==> src/rtl/port_led_ctl.sv <==
`timescale 1ns/1ps
module port_led_ctl #(
  parameter int NPORT      = 4,
  parameter int SHARED     = 2,
  parameter int BLINK_HALF = 1_500_000
) (
  input  logic                     clk,
  input  logic                     rst_n,
  input  logic                     wr_en,
  input  logic [$clog2(NPORT)-1:0] wr_port,
  input  logic [1:0]               wr_sel,
  input  logic [NPORT-1:0]         connected,
  input  logic [NPORT-1:0]         enabled,
  input  logic [NPORT-1:0]         overcur,
  input  logic [NPORT-1:0]         err,
  input  logic                     suspend,
  input  logic                     eeprom_present,
  output logic [NPORT-1:0]         green,
  output logic [NPORT-1:0]         amber
);
  localparam int CW = $clog2(BLINK_HALF + 1);
  localparam logic [CW-1:0] CNT_LAST = CW'(BLINK_HALF - 1);

  logic [CW-1:0]      cnt;
  logic               phase;
  logic [2*NPORT-1:0] sel_q;

  always_ff @(posedge clk or negedge rst_n) begin
    if (!rst_n) begin
      cnt   <= '0;
      phase <= 1'b1;
    end else if (cnt == CNT_LAST) begin
      cnt   <= '0;
      phase <= ~phase;
    end else begin
      cnt <= cnt + 1'b1;
    end
  end

  always_ff @(posedge clk or negedge rst_n) begin
    if (!rst_n)
      sel_q <= '0;
    else if (wr_en && (int'(wr_port) < NPORT))
      sel_q[{wr_port, 1'b0} +: 2] <= wr_sel;
  end

  for (genvar i = 0; i < NPORT; i++) begin : g_port
    localparam bit PIN_SHARED = (i < SHARED);
    logic [1:0] s;
    logic       g_auto, a_auto, g_raw, a_raw;

    assign s      = sel_q[2*i +: 2];
    assign a_auto = overcur[i] | (connected[i] & err[i] & phase);
    assign g_auto = connected[i] & enabled[i] & ~err[i] & ~overcur[i];

    always_comb begin
      case (s)
        2'b00:   begin g_raw = g_auto; a_raw = a_auto; end
        2'b01:   begin g_raw = 1'b0;   a_raw = 1'b1;   end
        2'b10:   begin g_raw = 1'b1;   a_raw = 1'b0;   end
        default: begin g_raw = 1'b0;   a_raw = 1'b0;   end
      endcase
    end

    assign green[i] = ~suspend & g_raw;
    assign amber[i] = ~suspend & ~(eeprom_present & PIN_SHARED) & a_raw;
  end
endmodule

==> config.mk <==
export PLATFORM = sky130hd
export DESIGN_NAME = port_led_ctl
export DESIGN_NICKNAME = d
export VERILOG_FILES = /design/src/rtl/port_led_ctl.sv
export SDC_FILE = /design/constraint.sdc
export NUM_CORES = 1
export LEC_CHECK = 0
export ABC_AREA = 1
export BUFFER_PORTS_ARGS = -buffer_cell sky130_fd_sc_hd__buf_4
export CAP_MARGIN = 20
export CELL_PAD_IN_SITES_DETAIL_PLACEMENT = 0
export CELL_PAD_IN_SITES_GLOBAL_PLACEMENT = 2
export CORE_ASPECT_RATIO = 0.7
export CORE_MARGIN = 2
export CORE_UTILIZATION = 28
export DETAILED_ROUTE_END_ITERATION = 7
export PLACE_DENSITY = 0.82
export SETUP_SLACK_MARGIN = 0.3
export SLEW_MARGIN = 20
export SYNTH_ARGS = -nofsm -noshare
export SYNTH_HDL_FRONTEND = slang
export SYNTH_SLANG_ARGS = --single-unit
==> constraint.sdc <==
create_clock -name clk -period 1.35 [get_ports clk]
set_input_delay 0.27 -clock clk [delete_from_list [all_inputs] [get_ports clk]]
set_output_delay 0.27 -clock clk [all_outputs]
set_load 0.03 [all_outputs]
==> results.json <==
{
  "drt_iter0_drc": 68,
  "io_buffer_count": 32,
  "area_growth_pct": 67.8,
  "final.min_clock_period_ns": 1.67,
  "hold_end": "sel_q[4]",
  "cts_sinks": 30,
  "arrival_ns": 1.40,
  "clockBufferDepth": 2,
  "vias_per_cell": 4.57,
  "r2r-start": "cnt[0]",
  "synth_nets": 276,
  "failed_checks": "setup timing",
  "yosysUniqueCellTypes": 23,
  "worst_pin_slew_ns": 0.389,
  "cts_root_buf": "clkbuf_8",
  "fillers": 606,
  "finalPower_mw": 2.01,
  "initial_core_util_pct": 29.0,
  "nets": 352,
  "placementRows": 24,
  "dp.final_hpwl_mm": 3.90,
  "worstSkewPairLatency_ns": 0.28,
  "drt_wl_total_mm": 5.24,
  "cts_buffers": 5,
  "power_density_nw_per_um2": 661,
  "core_um2": 6250,
  "hp-class": "in2reg",
  "regToRegEndpoint": "phase",
  "status": "finished with violations",
  "gp_congestion": 0.807,
  "r2r_cells": 8,
  "layout_common_cells": "buf_4 (50), nand2_1 (44), inv_1 (33)",
  "grt_max_degree": 31,
  "critical-path-top-delay-family": "flip-flops",
  "worstPathMaxFanout": 5,
  "io_pins": 33,
  "synth_area_per_cell_um2": 7.38,
  "avgRoutedWirePerCell_um": 13.1,
  "die_w_um": 100,
  "rsz0062_at_grt": "yes",
  "n_antenna_cell": 0,
  "max_freq_ghz": 0.600,
  "grt_pass1_vias": 1775,
  "drive_gt1_share_pct": 48.1,
  "min_period_over_period_pct": 123,
  "cap_viol_max_count": 0,
  "slowest_delay_ns": 0.62,
  "crit_chain": "nand3_2 > a211oi_4 > buf_6",
  "cp_num_buf_inv": 1,
  "syn-cell-area_um2": 1810,
  "cts_htree_levels": 2,
  "r2r_setup_slack_ns": -0.04,
  "pre_cts_slack_ns": -0.0311,
  "leakage_nw": 1.40,
  "cts_tree": "yes",
  "die_area_um2": 7130,
  "synth_seq_cells": 30,
  "fin_skew_ns": 0.00550,
  "layout_commonest_cell": "buf_4",
  "critPathRequiredTime_ns": 1.08,
  "via_count": 1827,
  "critPathKind": "reg2out",
  "slew_violations": 0,
  "crit_slowest_cell": "dfstp_2",
  "min_from": "wr_sel[0]",
  "clkTransAtPathRegs_ns": 0.07,
  "setup_viol": 18,
  "hold_depth": 3,
  "drc": 0,
  "detail-route-antenna-nets": 0,
  "layout_setup_ws_ns": -0.317,
  "grtUsageTotal_pct": 15.8,
  "yosysSeqAreaShare_pct": 41.6,
  "end_kind": "output pin",
  "hold_violations": 0,
  "gr-total-overflow": 0,
  "relSlewSlack_pct": 74.1,
  "synthCells": 245,
  "antenna_found_initial": 0,
  "die_h_um": 71.3,
  "dr.pass1.iters": 4,
  "vdd_drop_max_mv": 0.326,
  "grt_pass1_wl_mm": 8.72,
  "yosysWarnings": 0,
  "startpoint_type": "flip-flop"
}
## timing repair
action,CTS,global route
endpoints found under the setup margin,29,32
pin swaps,14,14
hold buffers,1,0
gates resized for setup,61,31
setup buffers,10,7
hold endpoints to repair,29,0
## worst max-delay path by stage
stage	start	to	slack, ns	cells past startpoint
after floorplan	phase	amber[0]	0.03	2
after global placement	cnt[2]	cnt[17]	-0.03	7
after detailed placement	phase	amber[3]	-0.03	3
after CTS	phase	amber[3]	-0.33	3
after global routing	phase	amber[3]	-0.39	3
final	phase	amber[2]	-0.32	3
## power breakdown
part           internal, mW  switching (mW)
Sequential            0.917          0.0245
Clock                 0.411           0.347
Combinational         0.147           0.161
Total                  1.48           0.532
## Yosys cell counts
| master | n | area share [%] |
|---|---|---|
| inv_1 | 35 | 7.3 |
| nand2_1 | 53 | 11 |
| o21bai_1 | 1 | 0.42 |
| a31oi_1 | 4 | 1.4 |
| a211oi_1 | 4 | 1.7 |
| ha_1 | 6 | 4.1 |
| o21ai_1 | 1 | 0.28 |
| or2_2 | 1 | 0.35 |
| nor2_4 | 3 | 1.9 |
| nand3_1 | 20 | 5.5 |
| dfrtp_1 | 29 | 40 |
| a21oi_1 | 4 | 1.1 |
| inv_2 | 1 | 0.21 |
| nand3_2 | 2 | 1.1 |
| dfstp_2 | 1 | 1.5 |
| xnor2_1 | 2 | 0.97 |
| o21ai_0 | 10 | 2.8 |
| nand4_1 | 5 | 1.7 |
| xor2_1 | 8 | 3.9 |
| nor2_2 | 5 | 1.7 |
| nor3_1 | 6 | 1.7 |
| nand2_2 | 2 | 0.69 |
| nor2_1 | 42 | 8.7 |
## routing by layer
metal	GRT usage (%)	wire, µm
met5	0	0
met4	4.11	36
met3	3.61	258
met2	20.1	2070
met1	26.1	2880
## worst reg2reg max path: stages, from the launching register on
cell and delay [ns]:
dfrtp_2 0.42, ha_4 0.16, nand2_4 0.07, nor2_4 0.15, buf_6 0.13, nand3_4 0.16, inv_8 0.15, nand2_1 0.06
nand2_1 0.05
## area by class of cell
type	count	area [µm²]	share of cell area [%]
Inverter	36	146	4.82
Clock buffer	7	86.3	2.84
Tap cell	78	97.6	3.21
Sequential cell	30	764	25.2
Timing Repair Buffer	69	588	19.4
Clock inverter	1	5.00	0.165
Multi-Input combinational cell	179	1350	44.4
## kinds of logic (layout without fill, tap and decap cells)
group / Yosys count / after routing / synth area share (%)
xor+xnor: 10 / 10 / 4.84
fa+ha+maj: 6 / 6 / 4.15
buf+inv: 36 / 113 / 7.47
compound gates: 24 / 24 / 7.61
flops: 30 / 30 / 41.6
simple gates: 139 / 139 / 34.4
## registers in the layout, summed over array words and instances (netlist names)
register,count
cnt,21
sel_q,8
phase,1
## stage by stage
stage          hold slack (ns)  TNS, ns  cells  cell area [µm²]  util, %
2_1_floorplan          -0.0256        0    245             1960        -
3_3_place_gp             0.227  -0.0649    374             2440     39.0
3_5_place_dp             0.232  -0.0832    374             2440     39.0
4_1_cts                  0.275    -1.45    393             2870     45.9
5_1_grt                  0.271    -3.14    400             3040     48.6
6_report                 0.262    -1.56    400             3040     48.6
(Power assumes the default switching activity.)
